`src/rtl/ulpi_ipd_pkg.sv`:
```
// Package: shared types and helpers for the ULPI inter-packet delay timer.
// Assumes: speed code 2'b11 is an alias of high speed.
package ulpi_ipd_pkg;

    typedef enum logic [1:0] {
        SPD_HS     = 2'b00,
        SPD_FS     = 2'b01,
        SPD_LS     = 2'b10,
        SPD_HS_ALT = 2'b11
    } speed_e;

    localparam logic [1:0] LINE_SE0 = 2'b00;
    localparam logic [1:0] LINE_J   = 2'b01;

    // One-cycle bus events found by the decoder
    typedef struct packed {
        logic rx_start;
        logic rx_end;
        logic tx_end;
        logic se0_j;
    } bus_ev_t;

    function automatic int imax(input int a, input int b);
        return (a > b) ? a : b;
    endfunction

    function automatic logic is_high_speed(input logic [1:0] spd);
        return (spd == SPD_HS) || (spd == SPD_HS_ALT);
    endfunction

endpackage

```
`src/rtl/ulpi_ipd_evdec.sv`:
```
// Module: bus event decoder.
// Turns the ULPI strobes and decoded receive commands into one-cycle events:
// receive start, receive end, link transmit end and SE0-to-J line change.
// Assumes: rxcmd_* fields are only valid when rxcmd_valid is high.
module ulpi_ipd_evdec
    import ulpi_ipd_pkg::*;
(
    input  logic       clk,
    input  logic       rst_n,
    input  logic       ulpi_dir,
    input  logic       ulpi_stp,
    input  logic       ulpi_nxt,
    input  logic       rxcmd_valid,
    input  logic [1:0] rxcmd_linestate,
    input  logic       rxcmd_rxactive,
    output bus_ev_t    ev
);

    logic       dir_q;
    logic       rx_busy_q;
    logic [1:0] line_q;
    logic       dir_rise;
    logic       dir_fall;

    assign dir_rise = ulpi_dir && !dir_q;
    assign dir_fall = !ulpi_dir && dir_q;

    // Purpose: classify this cycle's bus activity into events
    always_comb begin
        ev.rx_start = !rx_busy_q &&
                      ((dir_rise && ulpi_nxt) || (rxcmd_valid && rxcmd_rxactive));
        ev.rx_end   = rx_busy_q &&
                      (dir_fall || (rxcmd_valid && !rxcmd_rxactive));
        ev.tx_end   = ulpi_stp && !ulpi_dir && !rx_busy_q;
        ev.se0_j    = rxcmd_valid && (rxcmd_linestate == LINE_J) && (line_q == LINE_SE0);
    end

    // Purpose: remember direction, receive-in-progress and last line state
    always_ff @(posedge clk) begin
        if (!rst_n) begin
            dir_q     <= 1'b0;
            rx_busy_q <= 1'b0;
            line_q    <= LINE_J;
        end else begin
            dir_q <= ulpi_dir;
            if (ev.rx_start) begin
                rx_busy_q <= 1'b1;
            end else if (ev.rx_end) begin
                rx_busy_q <= 1'b0;
            end
            if (rxcmd_valid) begin
                line_q <= rxcmd_linestate;
            end
        end
    end

endmodule

```
`src/rtl/ulpi_ipd_gap.sv`:
```
// Module: inter-packet gap counter.
// Restarts on the speed-dependent reference event, latches the window for the
// speed seen at that moment, and raises permit once the window has elapsed.
// Permit then holds until the next bus event. force_open releases it early.
// Assumes: every window value fits in CNT_W bits and is at least 1.
module ulpi_ipd_gap
    import ulpi_ipd_pkg::*;
#(
    parameter int TT_HS = 15,
    parameter int RT_HS = 1,
    parameter int GAP_FS = 7,
    parameter int GAP_LS = 77,
    parameter int CNT_W = 8
) (
    input  logic       clk,
    input  logic       rst_n,
    input  logic [1:0] speed_mode,
    input  bus_ev_t    ev,
    input  logic       force_open,
    output logic       permit
);

    logic [CNT_W-1:0] cnt_q;
    logic [CNT_W-1:0] lim_q;
    logic [CNT_W-1:0] cnt_nxt;
    logic [CNT_W-1:0] lim_sel;
    logic             run_q;
    logic             permit_q;
    logic             hs;
    logic             restart;
    logic             hold;

    assign hs      = is_high_speed(speed_mode);
    assign restart = hs ? (ev.tx_end || ev.rx_end) : ev.se0_j;
    assign hold    = !hs && (ev.tx_end || ev.rx_end);
    assign cnt_nxt = cnt_q + CNT_W'(1);

    // Purpose: choose the window that a restart in this cycle would load
    always_comb begin
        if (hs) begin
            lim_sel = ev.tx_end ? CNT_W'(TT_HS) : CNT_W'(RT_HS);
        end else if (speed_mode == SPD_LS) begin
            lim_sel = CNT_W'(GAP_LS);
        end else begin
            lim_sel = CNT_W'(GAP_FS);
        end
    end

    // Purpose: gap counter and permit flag, highest priority first
    always_ff @(posedge clk) begin
        if (!rst_n) begin
            cnt_q    <= '0;
            lim_q    <= CNT_W'(1);
            run_q    <= 1'b1;
            permit_q <= 1'b0;
        end else if (ev.rx_start) begin
            run_q    <= 1'b0;
            permit_q <= 1'b0;
        end else if (restart) begin
            cnt_q    <= '0;
            lim_q    <= lim_sel;
            run_q    <= 1'b1;
            permit_q <= 1'b0;
        end else if (hold) begin
            run_q    <= 1'b0;
            permit_q <= 1'b0;
        end else if (force_open) begin
            run_q    <= 1'b0;
            permit_q <= 1'b1;
        end else if (run_q) begin
            cnt_q <= cnt_nxt;
            if (cnt_nxt >= lim_q) begin
                run_q    <= 1'b0;
                permit_q <= 1'b1;
            end
        end
    end

    assign permit = permit_q;

endmodule

```
`src/rtl/ulpi_ipd_resp.sv`:
```
// Module: response timer.
// Armed at every link transmit end with the timeout of the speed at that
// moment; cancelled by a receive start; emits a one-cycle timeout pulse.
// fire is the combinational form of the same event, for the gap counter.
// Assumes: every timeout value fits in CNT_W bits and is at least 1.
module ulpi_ipd_resp
    import ulpi_ipd_pkg::*;
#(
    parameter int TO_HS = 92,
    parameter int TO_FS = 80,
    parameter int TO_LS = 718,
    parameter int CNT_W = 10
) (
    input  logic       clk,
    input  logic       rst_n,
    input  logic [1:0] speed_mode,
    input  logic       tx_end,
    input  logic       rx_start,
    output logic       fire,
    output logic       timeout
);

    logic [CNT_W-1:0] cnt_q;
    logic [CNT_W-1:0] lim_q;
    logic [CNT_W-1:0] cnt_nxt;
    logic [CNT_W-1:0] lim_sel;
    logic             run_q;
    logic             timeout_q;

    assign cnt_nxt = cnt_q + CNT_W'(1);
    assign fire    = run_q && !rx_start && !tx_end && (cnt_nxt == lim_q);

    // Purpose: timeout limit for the speed at the arming event
    always_comb begin
        if (is_high_speed(speed_mode)) begin
            lim_sel = CNT_W'(TO_HS);
        end else if (speed_mode == SPD_LS) begin
            lim_sel = CNT_W'(TO_LS);
        end else begin
            lim_sel = CNT_W'(TO_FS);
        end
    end

    // Purpose: arm, cancel and count the response window
    always_ff @(posedge clk) begin
        if (!rst_n) begin
            cnt_q     <= '0;
            lim_q     <= '0;
            run_q     <= 1'b0;
            timeout_q <= 1'b0;
        end else begin
            timeout_q <= fire;
            if (tx_end) begin
                cnt_q <= '0;
                lim_q <= lim_sel;
                run_q <= 1'b1;
            end else if (rx_start || fire) begin
                run_q <= 1'b0;
            end else if (run_q) begin
                cnt_q <= cnt_nxt;
            end
        end
    end

    assign timeout = timeout_q;

endmodule

```
`src/rtl/ulpi_ipd_rrmon.sv`:
```
// Module: receive-to-receive spacing monitor.
// Counts clocks since the last receive end (saturating) and flags a receive
// start that arrives before RR_MIN_GAP clocks have passed.
// Assumes: RR_MIN_GAP >= 1; a link transmit end forgets the previous receive.
module ulpi_ipd_rrmon
    import ulpi_ipd_pkg::*;
#(
    parameter int RR_MIN_GAP = 1
) (
    input  logic    clk,
    input  logic    rst_n,
    input  bus_ev_t ev,
    output logic    too_close
);

    localparam int GW = $clog2(RR_MIN_GAP + 1);

    logic [GW-1:0] gap_q;
    logic          seen_q;
    logic          flag_q;

    // Purpose: track separation since the last receive end and raise the flag
    always_ff @(posedge clk) begin
        if (!rst_n) begin
            gap_q  <= '0;
            seen_q <= 1'b0;
            flag_q <= 1'b0;
        end else begin
            flag_q <= ev.rx_start && seen_q && (gap_q < GW'(RR_MIN_GAP));
            if (ev.rx_end) begin
                gap_q  <= GW'(1);
                seen_q <= 1'b1;
            end else begin
                if (ev.rx_start || ev.tx_end) begin
                    seen_q <= 1'b0;
                end
                if (gap_q < GW'(RR_MIN_GAP)) begin
                    gap_q <= gap_q + GW'(1);
                end
            end
        end
    end

    assign too_close = flag_q;

endmodule

```
`src/rtl/ulpi_ipd_timer.sv`:
```
// Module: top of the ULPI link inter-packet delay timer.
// Joins the event decoder, gap counter, response timer and receive spacing
// monitor. Counter widths are derived from the largest configured limit.
// Assumes: one ULPI clock domain, synchronous active-low reset.
module ulpi_ipd_timer
    import ulpi_ipd_pkg::*;
#(
    parameter int TT_HS      = 15,
    parameter int RT_HS      = 1,
    parameter int GAP_FS     = 7,
    parameter int GAP_LS     = 77,
    parameter int TO_HS      = 92,
    parameter int TO_FS      = 80,
    parameter int TO_LS      = 718,
    parameter int RR_MIN_GAP = 1
) (
    input  logic       clk,
    input  logic       rst_n,
    input  logic       ulpi_dir,
    input  logic       ulpi_stp,
    input  logic       ulpi_nxt,
    input  logic       rxcmd_valid,
    input  logic [1:0] rxcmd_linestate,
    input  logic       rxcmd_rxactive,
    input  logic [1:0] speed_mode,
    output logic       tx_permit,
    output logic       resp_timeout,
    output logic       rx_gap_short
);

    localparam int GAP_MAX = imax(imax(TT_HS, RT_HS), imax(GAP_FS, GAP_LS));
    localparam int TO_MAX  = imax(TO_HS, imax(TO_FS, TO_LS));
    localparam int GAP_W   = $clog2(GAP_MAX + 1);
    localparam int TO_W    = $clog2(TO_MAX + 1);

    bus_ev_t ev_w;
    logic    fire_w;

    ulpi_ipd_evdec u_dec (
        .clk             (clk),
        .rst_n           (rst_n),
        .ulpi_dir        (ulpi_dir),
        .ulpi_stp        (ulpi_stp),
        .ulpi_nxt        (ulpi_nxt),
        .rxcmd_valid     (rxcmd_valid),
        .rxcmd_linestate (rxcmd_linestate),
        .rxcmd_rxactive  (rxcmd_rxactive),
        .ev              (ev_w)
    );

    ulpi_ipd_resp #(
        .TO_HS (TO_HS),
        .TO_FS (TO_FS),
        .TO_LS (TO_LS),
        .CNT_W (TO_W)
    ) u_resp (
        .clk        (clk),
        .rst_n      (rst_n),
        .speed_mode (speed_mode),
        .tx_end     (ev_w.tx_end),
        .rx_start   (ev_w.rx_start),
        .fire       (fire_w),
        .timeout    (resp_timeout)
    );

    ulpi_ipd_gap #(
        .TT_HS  (TT_HS),
        .RT_HS  (RT_HS),
        .GAP_FS (GAP_FS),
        .GAP_LS (GAP_LS),
        .CNT_W  (GAP_W)
    ) u_gap (
        .clk        (clk),
        .rst_n      (rst_n),
        .speed_mode (speed_mode),
        .ev         (ev_w),
        .force_open (fire_w),
        .permit     (tx_permit)
    );

    ulpi_ipd_rrmon #(
        .RR_MIN_GAP (RR_MIN_GAP)
    ) u_rr (
        .clk       (clk),
        .rst_n     (rst_n),
        .ev        (ev_w),
        .too_close (rx_gap_short)
    );

endmodule

```
`config.mk`:
```
export PLATFORM = sky130hd
export DESIGN_NAME = ulpi_ipd_timer
export DESIGN_NICKNAME = d
export VERILOG_FILES = /design/src/rtl/ulpi_ipd_pkg.sv /design/src/rtl/ulpi_ipd_evdec.sv /design/src/rtl/ulpi_ipd_gap.sv /design/src/rtl/ulpi_ipd_resp.sv /design/src/rtl/ulpi_ipd_rrmon.sv /design/src/rtl/ulpi_ipd_timer.sv
export SDC_FILE = /design/constraint.sdc
export NUM_CORES = 1
export LEC_CHECK = 0
export BUFFER_PORTS_ARGS = -buffer_cell sky130_fd_sc_hd__buf_2
export CAP_MARGIN = 15
export CORE_MARGIN = 2
export CORE_UTILIZATION = 65
export DETAILED_ROUTE_END_ITERATION = 16
export PLACE_DENSITY = 0.81
export SLEW_MARGIN = 20
export SYNTH_ARGS = -nofsm -noshare
export SYNTH_HDL_FRONTEND = slang
export SYNTH_HIERARCHICAL = 1
export SYNTH_SLANG_ARGS = --single-unit
```
`constraint.sdc`:
```
create_clock -name clk -period 7.5 [get_ports clk]
set_input_delay 2.25 -clock clk [delete_from_list [all_inputs] [get_ports clk]]
set_output_delay 2.25 -clock clk [all_outputs]
set_load 0.01 [all_outputs]
```
==> results.py <==
metrics = {
    "pwr": {
        "leakagePower_nw": 0.9124,
        "sequentialPowerShare_pct": 55.8,
        "peakVddDrop_v": 0.0001044,
        "cell_internal_pwr_mw": 0.2675,
        "powerDensity_nw_per_um2": 157.5,
        "combPwrFrac_pct": 19.0,
        "swShare_pct": 28.84,
        "switching_power_mw": 0.1084,
        "clkPwrFrac_pct": 25.3,
    },
    "detailed_routing": {
        "detail-route-antenna-nets": 0,
        "via_per_inst": 6.018,
        "wl_um": 4667,
        "wl_per_cell_um": 14.14,
        "routed-via-count": 1986,
        "drt_iter0_drc": 136,
        "dr.pass1.iters": 4,
        "drc": 0,
    },
    "synth": {
        "synth-async-reset-ratio_pct": 0,
        "synth-seq-cells": 36,
        "synth_top_area_share_pct": 31.75,
        "synth_top_cell_by_area": "dfxtp_1",
        "synthCells": 274,
        "syn_avg_cell_area_um2": 8.283,
        "synth_area_leaders": "dfxtp_1 32%, nand2_1 4.6%, ha_1 3.9%, nand3_1 3.7%, o21ai_0 3.7%",
        "yosysSeqAreaShare_pct": 31.75,
        "yosys.cell_types.count": 59,
        "synth_flop_cell": "dfxtp_1",
        "synth_area_um2": 2270,
        "ys_warn_count": 6,
        "synth_edf_count": 0,
        "syn-num-nets": 292,
    },
    "flow_run": {
        "maxCapViolations": 0,
    },
    "critical_path": {
        "r2r_slack_ns": 4.32,
        "arrival_ns": 4.90,
        "rr_startpoint": "u_resp/cnt_q[2]$_SDFFE_PP0P_",
        "worstRegToRegCells": 9,
        "critPathRequiredTime_ns": 7.76,
        "reg2reg_to": "u_gap/cnt_q[2]$_SDFFE_PN0P_",
        "cp-start-kind": "input port",
        "worstSetupStartpoint": "rxcmd_valid",
        "crit_fanout": 17,
        "critPathKind": "input port to flip-flop",
        "critPathCaptureType": "flip-flop",
    },
    "outcome": {
        "outcome": "complete, no violations",
    },
    "cts": {
        "post_cts_buffers": 0,
        "cts_tree": "built",
        "clk-insertion-delay-late_ns": 0.34,
        "clock_path_buffers": 2,
        "htree_levels": 2,
        "clockRootBuffer": "clkbuf_4",
        "cts_resized": 0,
        "cts_sinks": 36,
        "numCtsBuffers": 5,
        "clk_pin_slew_ns": 0.10,
        "ctsHoldBuffers": 0,
    },
    "global_route": {
        "grt_busiest_layer": "met2",
        "antenna_found_initial": 0,
        "gr-usage-met3_pct": 5.893,
        "met2_usage_pct": 40.56,
        "grt_usage_pct": 26.08,
        "use_met1_pct": 36.34,
        "grt_pass1_wl_um": 8293,
        "grt_max_degree": 27,
        "grt.overflow.total": 0,
        "grt_pass1_vias": 1840,
    },
    "floorplanning": {
        "core_um2": 3337,
        "die_h_um": 63.09,
        "die-area_um2": 3980,
        "rows": 21,
        "initial_utilization_pct": 68.02,
        "ios": 14,
        "dieWidth_um": 63.09,
    },
    "placement": {
        "port_buffers": 13,
        "place_ws_ns": 2.589,
        "gp_congestion": 0.9312,
        "hpwl_um": 3353,
    },
    "timing": {
        "finalHoldViolations": 0,
        "fin_skew_ns": 0.009588,
        "tns_ns": 0,
        "relSlewSlack_pct": 44.82,
        "fin_ws_ns": 2.863,
        "finalSetupViolCount": 0,
        "period_needed_ns": 4.637,
        "worstMarginPinSlew_ns": 0.8260,
        "finalCritPeriodShare_pct": 61.83,
        "slew_viol_final": 0,
        "rsz0062_at_grt": "no",
        "max_freq_mhz": 215.7,
    },
    "final_layout": {
        "layout-drive-gt1-share_pct": 15.49,
        "final_util_pct": 71.50,
        "diodes": 0,
        "nets": 302,
        "syn_to_final_growth_pct": 5.127,
        "fillers": 289,
    },
    "hold_path": {
        "hold_path_depth": 2,
        "min_path_type": "flip-flop to flip-flop",
        "hold_path_end": "u_gap/lim_q[3]$_SDFFE_PN0P_",
        "hold_start": "u_gap/lim_q[3]$_SDFFE_PN0P_",
    },
}
state kept, by name, indices dropped and copies added (netlist names):
signal	count
u_dec/rx_busy_q	1
u_rr/gap_q	1
u_gap/cnt_q	7
u_rr/seen_q	1
u_gap/permit	1
u_gap/run_q	1
u_dec/dir_q	1
u_rr/too_close	1
u_gap/lim_q	4
u_resp/timeout	1
u_dec/line_q	2
u_resp/run_q	1
u_resp/cnt_q	10
u_resp/lim_q	4
cell usage in the layout, fill, tap and decap left out, types with 5 or more instances in the layout:
cell      count
a21oi_1      10
a22oi_1       6
and3_1        5
buf_2        13
clkbuf_4      5
dfxtp_1      36
ha_1          7
inv_1        10
nand2_1      28
nand2b_1     10
nand3_1      17
nor2_1       15
nor2b_1      11
nor3_1        8
o21ai_0      17
or4_1        11
how the worst max path moves through the flow:
stage | to | slack (ns) | cells past startpoint
2_1_floorplan | u_gap/cnt_q[4]$_SDFFE_PN0P_ | 2.94 | 13
6_report | u_gap/cnt_q[2]$_SDFFE_PN0P_ | 2.86 | 12
3_5_place_dp | u_gap/cnt_q[6]$_SDFFE_PN0P_ | 2.59 | 12
3_3_place_gp | u_gap/cnt_q[4]$_SDFFE_PN0P_ | 2.71 | 12
4_1_cts | u_gap/cnt_q[2]$_SDFFE_PN0P_ | 2.91 | 12
5_1_grt | u_gap/cnt_q[1]$_SDFFE_PN0P_ | 2.62 | 12
per-stage QoR:
stage | cell area [um^2] | total power, mW | cells | hold slack, ns
global placement | 2340 | 0.2825 | 323 | 0.4273
detailed placement | 2340 | 0.2839 | 323 | 0.4393
finish | 2386 | 0.3758 | 330 | 0.4500
global route | 2386 | 0.3944 | 330 | 0.4661
floorplan | 2270 | 0.2663 | 274 | 0.4156
CTS | 2386 | 0.3768 | 330 | 0.4537
metal layers:
| layer | wire, um | vias to the layer above |
|---|---|---|
| met5 | 0 | - |
| met3 | 258 | 6 |
| met2 | 2064 | 38 |
| li1 | - | 1017 |
| met1 | 2293 | 925 |
| met4 | 50 | 0 |
cells in the mapped netlist, drive strengths merged (6+ instances only):
cell type and count:
clkbuf 6, nand2b 11, nor3 9, xnor2 6, nor2 15, dfxtp 36, o21ai 18, nand3 18
a21oi 12, nand2 28, nor2b 12, ha 7, or4 11, inv 10, a22oi 6, buf 6
cell type report:
type	instances	area, um^2	share of cell area (%)
clock buffer	6	41.29	1.730
clock inverter	1	5.005	0.2098
inverter	10	37.54	1.573
multi-input combinational	216	1444	60.51
sequential	36	720.7	30.20
tap	46	57.56	2.412
timing repair buffer	15	80.08	3.356
worst max-delay path, stage by stage:
cell,delay (ns)
buf_2,0.13
a32oi_1,0.28
nor2_1,0.20
nor2b_1,0.39
nand4b_1,0.15
nor2_1,0.20
o211ai_4,0.18
nor3_1,0.40
nand3b_1,0.17
a31o_2,0.25
nor2_1,0.08
nor3b_1,0.20
kinds of logic (layout without fill, tap and decap cells):
logic type | after synthesis | after routing | synth area share, %
AO/OA/AOI/OAI | 61 | 61 | 19.24
buffers and inverters | 22 | 32 | 4.631
AND/OR/NAND/NOR | 136 | 136 | 35.00
multiplexers | 4 | 4 | 1.764
adder cells (fa/ha/maj) | 7 | 7 | 3.859
flip-flops | 36 | 36 | 31.75
XOR/XNOR | 8 | 8 | 3.749
power by group through the flow:
stage	Sequential (mW)	Combinational, mW	Clock [mW]
after floorplan	0.212	0.0545	0
after detailed placement	0.214	0.0703	0
after global routing	0.211	0.0801	0.104
after global placement	0.214	0.0689	0
final	0.210	0.0714	0.0949
after CTS	0.209	0.0710	0.0965
No activity file was read; power rests on OpenSTA's default activity.
